File: config.mk
export PLATFORM = sky130hd
export DESIGN_NAME = wordbus_byte_adapter
export DESIGN_NICKNAME = d
export VERILOG_FILES = /design/src/rtl/wba_pkg.sv /design/src/rtl/wba_decode.sv /design/src/rtl/wba_regfile.sv /design/src/rtl/wba_zero_fill.sv /design/src/rtl/wordbus_byte_adapter.sv
export SDC_FILE = /design/constraint.sdc
export NUM_CORES = 1
export LEC_CHECK = 0
export ABC_AREA = 1
export BUFFER_PORTS_ARGS = -buffer_cell sky130_fd_sc_hd__buf_2
export CAP_MARGIN = 20
export CORE_UTILIZATION = 40
export CTS_CLUSTER_SIZE = 28
export DETAILED_ROUTE_END_ITERATION = 6
export MAX_ROUTING_LAYER = met4
export PLACE_DENSITY_LB_ADDON = 0.12
export SLEW_MARGIN = 20
export SYNTH_ARGS = -nofsm -noshare
export SYNTH_HDL_FRONTEND = slang
export SYNTH_SLANG_ARGS = --single-unit
File: constraint.sdc
create_clock -name clk -period 1.9 [get_ports clk]
set_input_delay 0.57 -clock clk [delete_from_list [all_inputs] [get_ports clk]]
set_output_delay 0.57 -clock clk [all_outputs]
set_load 0.05 [all_outputs]
File: src/rtl/wba_pkg.sv
package wba_pkg;
    localparam int BUS_W    = 32;
    localparam int ADDR_W   = 32;
    localparam int BYTE_W   = 8;
    localparam int NUM_REGS = 16;
    localparam int IDX_LSB  = 2;
    localparam int IDX_W    = $clog2(NUM_REGS);
    localparam int LANES    = BUS_W / BYTE_W;

    typedef logic [IDX_W-1:0]  reg_idx_t;
    typedef logic [BYTE_W-1:0] byte_t;
    typedef logic [BUS_W-1:0]  word_t;

    typedef enum logic [1:0] {
        ACC_IDLE  = 2'd0,
        ACC_READ  = 2'd1,
        ACC_WRITE = 2'd2
    } acc_kind_e;

    typedef struct packed {
        acc_kind_e kind;
        reg_idx_t  idx;
        byte_t     wbyte;
    } acc_req_t;

    function automatic reg_idx_t word_index(input logic [ADDR_W-1:0] a);
        return a[IDX_LSB +: IDX_W];
    endfunction

    function automatic acc_kind_e classify(input logic sel, input logic we);
        if (!sel)
            return ACC_IDLE;
        return we ? ACC_WRITE : ACC_READ;
    endfunction
endpackage

File: src/rtl/wba_decode.sv
module wba_decode
    import wba_pkg::*;
(
    input  logic              sel,
    input  logic              we,
    input  logic [ADDR_W-1:0] addr,
    input  word_t             wdata,
    output acc_req_t          req,
    output logic [NUM_REGS-1:0] wr_onehot,
    output logic              narrow_rd
);
    always_comb begin
        req.kind  = classify(sel, we);
        req.idx   = word_index(addr);
        req.wbyte = wdata[BYTE_W-1:0];
    end

    for (genvar g = 0; g < NUM_REGS; g++) begin : g_wsel
        assign wr_onehot[g] = (req.kind == ACC_WRITE) && (req.idx == reg_idx_t'(g));
    end

    assign narrow_rd = (req.kind == ACC_READ);
endmodule

File: src/rtl/wba_regfile.sv
module wba_regfile
    import wba_pkg::*;
(
    input  logic                clk,
    input  logic                rst,
    input  logic [NUM_REGS-1:0] wr_onehot,
    input  byte_t               wbyte,
    input  reg_idx_t            rd_idx,
    output byte_t               rd_byte
);
    byte_t store [NUM_REGS];

    for (genvar g = 0; g < NUM_REGS; g++) begin : g_cell
        always_ff @(posedge clk) begin
            if (rst)
                store[g] <= '0;
            else if (wr_onehot[g])
                store[g] <= wbyte;
        end
    end

    always_comb rd_byte = store[rd_idx];
endmodule

File: src/rtl/wba_zero_fill.sv
module wba_zero_fill
    import wba_pkg::*;
#(
    parameter int DATA_LANE = 0
) (
    input  logic  active,
    input  byte_t lane_in,
    output word_t word_out
);
    for (genvar l = 0; l < LANES; l++) begin : g_lane
        if (l == DATA_LANE) begin : g_data
            assign word_out[l*BYTE_W +: BYTE_W] = active ? lane_in : '0;
        end else begin : g_fill
            assign word_out[l*BYTE_W +: BYTE_W] = '0;
        end
    end
endmodule

File: src/rtl/wordbus_byte_adapter.sv
module wordbus_byte_adapter
    import wba_pkg::*;
(
    input  logic              clk,
    input  logic              rst,
    input  logic              bus_sel,
    input  logic              bus_we,
    input  logic [ADDR_W-1:0] bus_addr,
    input  logic [BUS_W-1:0]  bus_wdata,
    output logic [BUS_W-1:0]  rd_data,
    output logic              rd_valid,
    output logic              narrow_rd
);
    acc_req_t            req;
    logic [NUM_REGS-1:0] wr_onehot;
    byte_t               cur_byte;
    byte_t               rd_q;
    logic                valid_q;

    wba_decode u_decode (
        .sel       (bus_sel),
        .we        (bus_we),
        .addr      (bus_addr),
        .wdata     (bus_wdata),
        .req       (req),
        .wr_onehot (wr_onehot),
        .narrow_rd (narrow_rd)
    );

    wba_regfile u_regs (
        .clk       (clk),
        .rst       (rst),
        .wr_onehot (wr_onehot),
        .wbyte     (req.wbyte),
        .rd_idx    (req.idx),
        .rd_byte   (cur_byte)
    );

    always_ff @(posedge clk) begin
        if (rst) begin
            valid_q <= 1'b0;
            rd_q    <= '0;
        end else begin
            valid_q <= (req.kind == ACC_READ);
            if (req.kind == ACC_READ)
                rd_q <= cur_byte;
        end
    end

    wba_zero_fill #(.DATA_LANE(0)) u_fill (
        .active   (valid_q),
        .lane_in  (rd_q),
        .word_out (rd_data)
    );

    assign rd_valid = valid_q;
endmodule

==> metrics.md, run 1 <==
| Metric | Value |
|---|---|
| Status | `finished clean` |
| Hold Path Origin | `rst` |
| Worst Setup SP | `rd_valid` |
| Mapped Area | `between 6000 and 7000 um2` |
| Finished Cell Area | `between 7000 and 8000 um2` |
| Drt wl/cell | `~16 um` |
| Slew Viols, Final | `0` |
| Top post-synthesis cells by area | `edfxtp_1 (59%), nand2_1 (17%), nor2_1 (8.5%)` |
| Setup CP Type | `flip-flop to output pin` |
| Clk Tree Root Cell | `clkbuf_16` |
| Achievable Freq | `between 0.5 and 0.6 GHz` |
| Die height | `between 100 and 150 um` |
| DP HPWL | `10,900 um` |
| Hold Crit Class | `input pin to flip-flop` |
| Hold Violations, Final | `0` |
| Unrepaired setup endpoints after global routing | `no` |
| Vias | `4,970` |
| Mapped Cells | `between 700 and 800` |
| Vias per inst | `4.86` |
| # setup viols final | `0` |
| Initial antenna violation count | `0` |
| I/O pins | `102` |
| PortBufs | `25` |
| DRC violations left | `0` |
| Flops & latches, synth | `137` |
| Clk_lat worst skew | `420 ps` |
| Clock sink total | `between 100 and 150` |
| GP Congestion | `0.813` |
| Crit path cell chain | `nand2_1, inv_1, buf_2` |
| Layout cells sized above 1 | `about an eighth` |
| Ant. Diodes | `0` |
| Clock-pin slew on the worst setup and hold paths | `60 ps` |
| Avg Cell Area, Syn | `8.76 um2` |
| Placed Area | `a little over 7000 um2` |
| Final Net Count | `approximately 860` |
| Min Hold Slack | `324 ps` |
| Inserted Clock Buffers | `17` |
| Sequential area share after synthesis | `61.3%` |
| Most common cell after layout, fill and taps aside | `nand2_1` |
| Share of the cycle needed by the critical path after routing | `92.8%` |
| Top-area cell type share of the netlist area | `58.6%` |
| Number of global-route vias before repair | `4,615` |
| Total track usage | `21.3%` |
| Largest net degree at the start of global routing | `41` |
| Post-DRT Antenna Nets | `0` |
| Maximum vdd ir drop | `0.645 mV` |
| Most frequent cells in the layout | `nand2_1 (298), nor2_1 (148), edfxtp_1 (128), nand3_1 (56), buf_4 (32)` |
| Worst clock skew | `6.18 ps` |
| Max cap viols | `0` |
| Delay of the slowest cell on the worst path | `approximately 400 ps` |
| DRT iter0 DRCs | `474` |
| CTS tree | `built` |
| Post-cts gate resize count | `0` |
| Pwr/cell area | `989 nW/um2` |
| Synth unique cells | `17` |
| First-pass GRT wire length | `25,300 um` |
| Worst setup EP type | `output pin` |
| DRT Pass-1 Iters | `5` |
| Post-synthesis cell type with the largest combined area | `edfxtp_1` |
| Fin crit period | `1760 ps` |
| # hold bufs at CTS | `0` |
| FP Rows | `46` |
| Synth warn | `0` |
| DIE AREA | `16,900 um2` |
| Worst path slowest cell | `dfxtp_2` |
| Buffer count from post-CTS setup fixing | `0` |
| DRT Wirelength | `16,000 um` |
| Critical path arrival | `1190 ps` |
| Die W | `130 um` |
| Initial core utilization | `41.2%` |
| CP max FO | `9` |
| Worst setup SP type | `flip-flop` |
| Core area | `15,900 um2` |
| Longest Clk Path Bufs | `2` |
| Pwr Total | `0.00769 W` |
| Origin of the critical flop-to-flop path | `u_regs.store[5][2]` |
| H-Tree Depth | `4` |
| Grt total ovfl | `0` |
| Data required, critical path | `1330 ps` |
| Area grow syn2layout | `18.5%` |
| Filler cell count | `1,542` |
| Leak | `3.42 nW` |
==> per-layer routing <==
layer	part of all wire (%)	global-route usage [%]	wire, um	up-vias
li1	-	-	-	2457
met2	44	31.3	6970	169
met1	49	29.4	7810	2318
met5	0	-	0	-
met4	2.0	8.62	318	0
met3	5.6	3.44	889	26
==> metrics by stage <==
stage,utilization (%),std cells,worst slack (ps),TNS (ps)
final,48.8,1022,137,0
after global routing,48.8,1022,64.8,0
after CTS,48.8,1022,8.20,0
after detailed placement,44.8,990,-58.6,-1360
after global placement,44.8,990,-1.92,-22.1
after floorplan,-,772,52.1,0
==> synth_stat cells (all sizes together) <==
master  count
nor2      148
nand2     298
conb        1
inv        23
nand3      56
nor3        5
o21ai       8
buf        39
clkbuf     26
dfxtp       9
nand4       8
edfxtp    128
==> kinds of logic after synthesis <==
kind of cell / Yosys count / synth area share [%]
and+or+nand+nor: 515 / 31.4
DFF: 137 / 61.3
buffers and inverters: 88 / 6.58
AOI/OAI and AO/OA: 8 / 0.610
other: 1 / 0.0572
==> layout make-up <==
type,instances,area [um2],share of cell area [%]
clock buffers,26,596,7.66
clock inverters,6,42.5,0.547
inverters,23,86.3,1.11
multi-input cells,547,2190,28.2
flip-flops and latches,137,4030,51.8
well taps,216,270,3.47
repair buffers,67,566,7.27
==> sequential cells by signal, summed over array words and instances, names as in the netlist <==
name	flops
rd_valid	1
u_regs.store	128
rd_q	8
==> critical path, delay by kind of cell (launching register included) <==
family	cells	cell delay (ps)
flip-flops	1	400
buffers and inverters	2	290
AND/OR/NAND/NOR	1	70
==> final timing paths <==
kind / to / slack, ps / cells past startpoint
worst max register to register: rd_q[2] / 730 / 8
worst min register to register: rd_q[2] / 540 / 2
worst min-delay path: rd_valid / 320 / 2
worst max-delay path: rd_data[7] / 140 / 3
==> power breakdown <==
group | switching, W | internal, W | leakage (nW)
logic | 0.000550 | 0.000207 | 1.82
registers | 0.0000523 | 0.00346 | 1.29
clock network | 0.00125 | 0.00217 | 0.310
Note: power is estimated with default switching activity, not from simulation.
==> run 2, diff against run 1 <==
BUFFER_PORTS_ARGS = -buffer_cell sky130_fd_sc_hd__buf_4   (was -buffer_cell sky130_fd_sc_hd__buf_2)
CTS_CLUSTER_DIAMETER = 50   (was unset)
==> metrics.md, run 2 (synthesis results as in run 1) <==
| Metric | Value |
|---|---|
| Total track usage | `21.3% (about the same)` |
| DIE AREA | `16,900 um2 (unchanged)` |
| Clk Tree Root Cell | `clkbuf_16 (unchanged)` |
| Setup slack at placement | `-91.1 ps (was -58.6 ps)` |
| Largest net degree at the start of global routing | `41 (unchanged)` |
| Hold depth | `2 (unchanged)` |
| Layout cells sized above 1 | `11.4% (was 13.0%)` |
| Slew Viols, Final | `0 (unchanged)` |
| Multi-input logic area | `2190 um2 (unchanged)` |
| Max reg flops | `128 (unchanged)` |
| DRT iter0 DRCs | `354 (was 474)` |
| Data required, critical path | `1330 ps (about the same)` |
| CTS tree | `built (unchanged)` |
| Met2 Wirelength | `7210 um (was 6970 um)` |
| Worst R2R Path Depth | `8 (unchanged)` |
| Leak | `3.36 nW (was 3.42 nW)` |
| Setup crit end | `rd_data[7] (unchanged)` |
| First-pass GRT wire length | `25,000 um (was 25,300 um)` |
| Achievable Freq | `0.554 GHz (was 0.567 GHz)` |
| Biggest register | `u_regs.store (unchanged)` |
| Longest Clk Path Bufs | `2 (unchanged)` |
| Buffer count from post-CTS setup fixing | `0 (unchanged)` |
| Vias per inst | `4.92 (was 4.86)` |
| Stages on the worst setup path | `3 (unchanged)` |
| Delay-heaviest family, CP | `flip-flops (unchanged)` |
| GP Congestion | `0.813 (about the same)` |
| Clock-pin slew on the worst setup and hold paths | `50 ps (was 60 ps)` |
| Post-DRT Antenna Nets | `0 (unchanged)` |
| Drt wl/cell | `16.0 um (was 15.6 um)` |
| Sw Ratio | `23.5% (was 24.1%)` |
| Combinational power share | `9.9% (was 9.8%)` |
| Wire length on met3 | `910 um (was 889 um)` |
| Worst path slowest cell | `dfxtp_1 (was dfxtp_2)` |
| Reg area | `4020 um2 (was 4030 um2)` |
| Sw Pwr | `0.00178 W (was 0.00186 W)` |
| Clk_lat worst skew | `420 ps (about the same)` |
| Core area | `15,900 um2 (unchanged)` |
| Die W | `130 um (unchanged)` |
| # hold bufs at CTS | `0 (unchanged)` |
| FP Rows | `46 (unchanged)` |
| Post-cts gate resize count | `0 (unchanged)` |
| DRT Pass-1 Iters | `5 (unchanged)` |
| Most frequent cells in the layout | `nand2_1 (298), nor2_1 (148), edfxtp_1 (128), nand3_1 (56), buf_4 (54) (was nand2_1 (298), nor2_1 (148), edfxtp_1 (128), nand3_1 (56), buf_4 (32))` |
| Reg-to-Reg End | `rd_q[2] (unchanged)` |
| Number of global-route vias before repair | `4,610 (was 4,615)` |
| P_int | `0.00581 W (was 0.00584 W)` |
| Met1 wire length | `7740 um (was 7810 um)` |
| Crit path cell chain | `nand2_1, inv_1, buf_4 (was nand2_1, inv_1, buf_2)` |
| Critical path arrival | `1230 ps (was 1190 ps)` |
| Delay of the slowest cell on the worst path | `480 ps (was 400 ps)` |
| Setup CP Type | `flip-flop to output pin (unchanged)` |
| Die height | `130 um (unchanged)` |
| Grt total ovfl | `0 (unchanged)` |
| R2r setup slk | `750 ps (was 730 ps)` |
| Filler cell count | `1,544 (was 1,542)` |
| Status | `finished clean (unchanged)` |
| CP max FO | `9 (unchanged)` |
| Hold Crit Class | `input pin to flip-flop (unchanged)` |
| Worst clock skew | `8.39 ps (was 6.18 ps)` |
| Top layer in use | `met4 (unchanged)` |
| Initial core utilization | `41.2% (unchanged)` |
| Min Hold Slack | `322 ps (was 324 ps)` |
| H-Tree Depth | `4 (unchanged)` |
| Most common cell after layout, fill and taps aside | `nand2_1 (unchanged)` |
| Setup ws final | `95.0 ps (was 137 ps)` |
| Clock power share | `43.8% (was 44.5%)` |
| Maximum vdd ir drop | `0.618 mV (was 0.645 mV)` |
| Worst setup EP type | `output pin (unchanged)` |
| Hold Violations, Final | `0 (unchanged)` |
| Fin crit period | `1800 ps (was 1760 ps)` |
| Area grow syn2layout | `17.4% (was 18.5%)` |
| DRT Wirelength | `16,200 um (was 16,000 um)` |
| Vias | `4,986 (was 4,970)` |
| Pwr/cell area | `985 nW/um2 (was 989 nW/um2)` |
| Origin of the critical flop-to-flop path | `u_regs.store[0][2] (was u_regs.store[5][2])` |
| Inserted Clock Buffers | `17 (unchanged)` |
| Worst Setup SP | `rd_valid (unchanged)` |
| Final Net Count | `855 (was 861)` |
| Worst setup SP type | `flip-flop (unchanged)` |
| Ant. Diodes | `0 (unchanged)` |
| DP HPWL | `10,900 um (about the same)` |
| DRC violations left | `0 (unchanged)` |
| PortBufs | `25 (unchanged)` |
| Unrepaired setup endpoints after global routing | `no (unchanged)` |
| Share of the cycle needed by the critical path after routing | `95.0% (was 92.8%)` |
| Sum of buffers and inverters on the critical path | `2 (unchanged)` |
| Reg power frac | `46.3% (was 45.7%)` |
| I/O pins | `102 (unchanged)` |
| Clock sink total | `137 (unchanged)` |
| Max cap viols | `0 (unchanged)` |
| Initial antenna violation count | `0 (unchanged)` |
| # setup viols final | `0 (unchanged)` |
## run 2: cell types whose count changed in the layout (fill, tap and decap cells not counted), sizes merged
cell and change:
buf -6, clkinv +4, clkinvlp -1, clkbuf -9, bufinv +4
## run 2: per-layer routing
layer | up-vias | GRT usage (%)
li1 | 2443 | -
met1 | 2347 | 28.9
met2 | 170 | 30.9
met3 | 26 | 4.10
met4 | 0 | 9.58
met5 | - | -
## run 2: worst min-delay path by stage
stage	startpoint	endpoint	slack, ps
final	rst	rd_valid	320
after detailed placement	rd_q[5]	rd_q[5]	520
after global routing	rst	rd_valid	300
after CTS	rst	rd_valid	300
after floorplan	rd_q[0]	rd_q[0]	490
after global placement	rd_q[2]	rd_q[2]	510
## run 2: cell type report
class / count / area share, %
Clock inverter: 13 / 2.08
Multi-Input combinational cell: 547 / 28.5
Tap cell: 216 / 3.51
Clock buffer: 17 / 5.52
Sequential cell: 137 / 52.2
Inverter: 23 / 1.12
Timing Repair Buffer: 61 / 7.08
## run 2: power groups by stage
stage | registers [W] | logic, W | clock network [W]
final | 0.00352 | 0.000748 | 0.00332
after global routing | 0.00353 | 0.000823 | 0.00349
after CTS | 0.00352 | 0.000752 | 0.00337
after detailed placement | 0.00358 | 0.000749 | 0
after global placement | 0.00357 | 0.000745 | 0
after floorplan | 0.00356 | 0.000527 | 0
## run 2: per-stage QoR
stage / cells / setup TNS, ps / total power [W] / area (um2) / utilization [%]
2_1_floorplan: 772 / 0 / 0.00409 / 6650 / -
3_3_place_gp: 984 / -1670 / 0.00432 / 7120 / 44.6
3_5_place_dp: 984 / -4970 / 0.00433 / 7120 / 44.6
4_1_cts: 1014 / 0 / 0.00764 / 7700 / 48.3
5_1_grt: 1014 / 0 / 0.00785 / 7700 / 48.3
6_report: 1014 / 0 / 0.00759 / 7700 / 48.3
==> run 3, diff against run 2 <==
ABC_AREA = 0   (was 1)
clock period = 2.3 ns   (was 1.9 ns; I/O delays follow)
==> metrics.md, run 3 <==
| Metric | Value |
|---|---|
| Status | `finished clean (unchanged)` |
| Hold Crit Class | `flip-flop to flip-flop (was input pin to flip-flop)` |
| Setup CP Type | `flip-flop to output pin (unchanged)` |
| Max cap viols | `0 (unchanged)` |
| Vias per inst | `5.06 (was 4.92)` |
| FP Rows | `46 (unchanged)` |
| Sequential area share after synthesis | `60.6% (was 61.3%)` |
| CTS tree | `built (unchanged)` |
| Hold Path Origin | `rd_q[3] (was rst)` |
| Top-count cell post-synth | `and2_1 (was nand2_1)` |
| Unrepaired setup endpoints after global routing | `no (unchanged)` |
| Clock sink total | `137 (unchanged)` |
| Most frequent cells in the layout | `and2_1 (137), edfxtp_1 (128), buf_4 (55), mux2i_1 (32) (was nand2_1 (298), nor2_1 (148), edfxtp_1 (128), nand3_1 (56), buf_4 (54))` |
| Mapped Area | `6640 um2 (was 6560 um2)` |
| Hold Violations, Final | `0 (unchanged)` |
| Maximum vdd ir drop | `0.691 mV (was 0.618 mV)` |
| EDFF count, synth | `128 (unchanged)` |
| Post-Synth Adder-Cell Area | `0% (unchanged)` |
| Flops & latches, synth | `137 (unchanged)` |
| CP max FO | `9 (unchanged)` |
| Longest Clk Path Bufs | `2 (unchanged)` |
| Final Net Count | `594 (was 855)` |
| Initial antenna violation count | `0 (unchanged)` |
| Number of global-route vias before repair | `3,874 (was 4,610)` |
| Buffer count from post-CTS setup fixing | `0 (unchanged)` |
| Post-synthesis compound-gate area fraction | `5.79% (was 0.610%)` |
| Mapped Cells | `479 (was 749)` |
| Finished Core Util | `48.0% (was 48.3%)` |
| Clock-pin slew on the worst setup and hold paths | `50 ps (about the same)` |
| Area grow syn2layout | `16.2% (was 17.4%)` |
| Final TNS setup | `0 ps (unchanged)` |
| Setup crit end | `rd_data[3] (was rd_data[7])` |
| Sum of buffers and inverters on the critical path | `1 (was 2)` |
| Avg Cell Area, Syn | `13.9 um2 (was 8.76 um2)` |
| Die W | `131 um (was 130 um)` |
| DRT iter0 DRCs | `267 (was 354)` |
| Leak | `2.84 nW (was 3.36 nW)` |
| Vias | `3,814 (was 4,986)` |
| DP HPWL | `10,100 um (was 10,900 um)` |
| Max reg flops | `128 (unchanged)` |
| Worst path slowest cell | `dfxtp_1 (unchanged)` |
| Origin of the critical flop-to-flop path | `u_regs.store[6][6] (was u_regs.store[0][2])` |
| Data required, critical path | `1610 ps (was 1330 ps)` |
| First-pass GRT wire length | `23,000 um (was 25,000 um)` |
| Synth Area in Simple Gates | `18.1% (was 31.4%)` |
| Worst Setup SP | `rd_valid (unchanged)` |
| Worst R2R Path Depth | `3 (was 8)` |
| Inserted Clock Buffers | `17 (unchanged)` |
| Clk Tree Root Cell | `clkbuf_16 (unchanged)` |
| Drt wl/cell | `20.1 um (was 16.0 um)` |
| Post-synth top cells | `and2_1 (137), edfxtp_1 (128), mux2i_1 (32), buf_4 (26), o22ai_1 (24) (was nand2_1 (298), nor2_1 (148), edfxtp_1 (128), nand3_1 (56), clkbuf_1 (26))` |
| Fin crit period | `around 2100 ps` |
| Initial core utilization | `41.3% (was 41.2%)` |
| Most common cell after layout, fill and taps aside | `and2_1 (was nand2_1)` |
| Pwr/cell area | `792 nW/um2 (was 985 nW/um2)` |
| DRT Pass-1 Iters | `7 (was 5)` |
| Worst setup SP type | `flip-flop (unchanged)` |
| Post-DRT Antenna Nets | `0 (unchanged)` |
| Clk_lat worst skew | `410 ps (was 420 ps)` |
| Crit path cell chain | `and2_1, buf_4 (was nand2_1, inv_1, buf_4)` |
| Top-area cell type share of the netlist area | `57.9% (was 58.6%)` |
| Main combinational cell family by area after synthesis | `simple AND/OR/NAND/NOR gates (unchanged)` |
| Synth async-reset ratio | `0% (unchanged)` |
| Ys flop type | `edfxtp_1 (unchanged)` |
| Core area | `16,100 um2 (was 15,900 um2)` |
| Worst clock skew | `7.09 ps (was 8.39 ps)` |
| # hold bufs at CTS | `0 (unchanged)` |
| Reg-to-Reg End | `rd_q[6] (was rd_q[2])` |
| I/O pins | `102 (unchanged)` |
| Pwr Total | `0.00611 W (was 0.00759 W)` |
| Stages on the worst setup path | `2 (was 3)` |
| Achievable Freq | `approximately 0.48 GHz` |
| Hold depth | `2 (unchanged)` |
| Post-cts gate resize count | `0 (unchanged)` |
| GP Congestion | `0.828 (was 0.813)` |
| Post-Synth XOR/XNOR Area | `0% (unchanged)` |
| R2r setup slk | `910 ps (was 750 ps)` |
| Total track usage | `20.2% (was 21.3%)` |
| Slew Viols, Final | `0 (unchanged)` |
| Multiplexer area fraction after synthesis | `10.3% (was 0%)` |
| PortBufs | `25 (unchanged)` |
| Synth warn | `0 (unchanged)` |
| Synth unique cells | `29 (was 17)` |
| Delay-heaviest family, CP | `flip-flops (unchanged)` |
| Ant. Diodes | `0 (unchanged)` |
| Critical path arrival | `1410 ps (was 1230 ps)` |
| Die height | `131 um (was 130 um)` |
| Top post-synthesis cells by area | `edfxtp_1 (58%), and2_1 (13%), mux4_2 (5.4%) (was edfxtp_1 (59%), nand2_1 (17%), nor2_1 (8.5%))` |
| Largest net degree at the start of global routing | `20 (was 41)` |
| Worst setup EP type | `output pin (unchanged)` |
| Grt total ovfl | `0 (unchanged)` |
| Biggest register | `u_regs.store (unchanged)` |
| Min Hold Slack | `496 ps (was 322 ps)` |
| Post-synthesis cell type with the largest combined area | `edfxtp_1 (unchanged)` |
| Share of the cycle needed by the critical path after routing | `91.2%` |
| DRC violations left | `0 (unchanged)` |
| DIE AREA | `17,100 um2 (was 16,900 um2)` |
| Layout cells sized above 1 | `22.3% (was 11.4%)` |
| H-Tree Depth | `4 (unchanged)` |
| # setup viols final | `0 (unchanged)` |
| Delay of the slowest cell on the worst path | `540 ps (was 480 ps)` |
| DRT Wirelength | `15,100 um (was 16,200 um)` |
-- run 3: where the power goes --
part	internal, W	switching (W)	total (W)
Combinational	0.000192	0.000370	0.000562
Sequential	0.00286	0.0000424	0.00290
Clock	0.00168	0.000966	0.00264
Total	0.00473	0.00138	0.00611
-- run 3: final cells by class --
type | instances | area [um2]
well taps | 216 | 270
clock buffers | 20 | 437
clock inverters | 11 | 130
repair buffers | 59 | 493
multi-input cells | 311 | 2350
flip-flops and latches | 137 | 4020
fillers | 1437 | 8350
-- run 3: cells by family (layout without fill, tap and decap cells) --
| logic type | after synthesis | count (layout) |
|---|---|---|
| AOI/OAI and AO/OA | 55 | 55 |
| other | 1 | 24 |
| and+or+nand+nor | 184 | 184 |
| DFF | 137 | 137 |
| muxes | 48 | 48 |
| buffers and inverters | 54 | 90 |
-- run 3: worst min path at each step --
| stage | slack (ps) | end |
|---|---|---|
| 2_1_floorplan | 470 | rd_q[3] |
| 3_3_place_gp | 480 | rd_q[3] |
| 3_5_place_dp | 490 | rd_q[3] |
| 4_1_cts | 500 | rd_q[3] |
| 5_1_grt | 550 | rd_q[4] |
| 6_report | 500 | rd_q[3] |
-- run 3: per-layer routing --
| metal | track usage [%] | vias to the layer above | part of all wire [%] |
|---|---|---|---|
| li1 | - | 1797 | - |
| met1 | 25.9 | 1920 | 46 |
| met2 | 31.9 | 83 | 49 |
| met3 | 4.68 | 14 | 3.3 |
| met4 | 5.88 | 0 | 1.1 |
| met5 | - | - | 0 |
-- run 3: through the flow --
step,worst slack [ps],instances,cell area [um2]
final,201,754,7710
after global routing,137,754,7710
after detailed placement,45.9,723,7140
after floorplan,88.7,502,6720
after CTS,178,754,7710
after global placement,65.7,723,7140
-- run 3: worst register-to-register path: stages, from the launching register on --
cell and delay (ps):
edfxtp_1 360, mux4_2 500, a22oi_1 280, a211oi_1 120
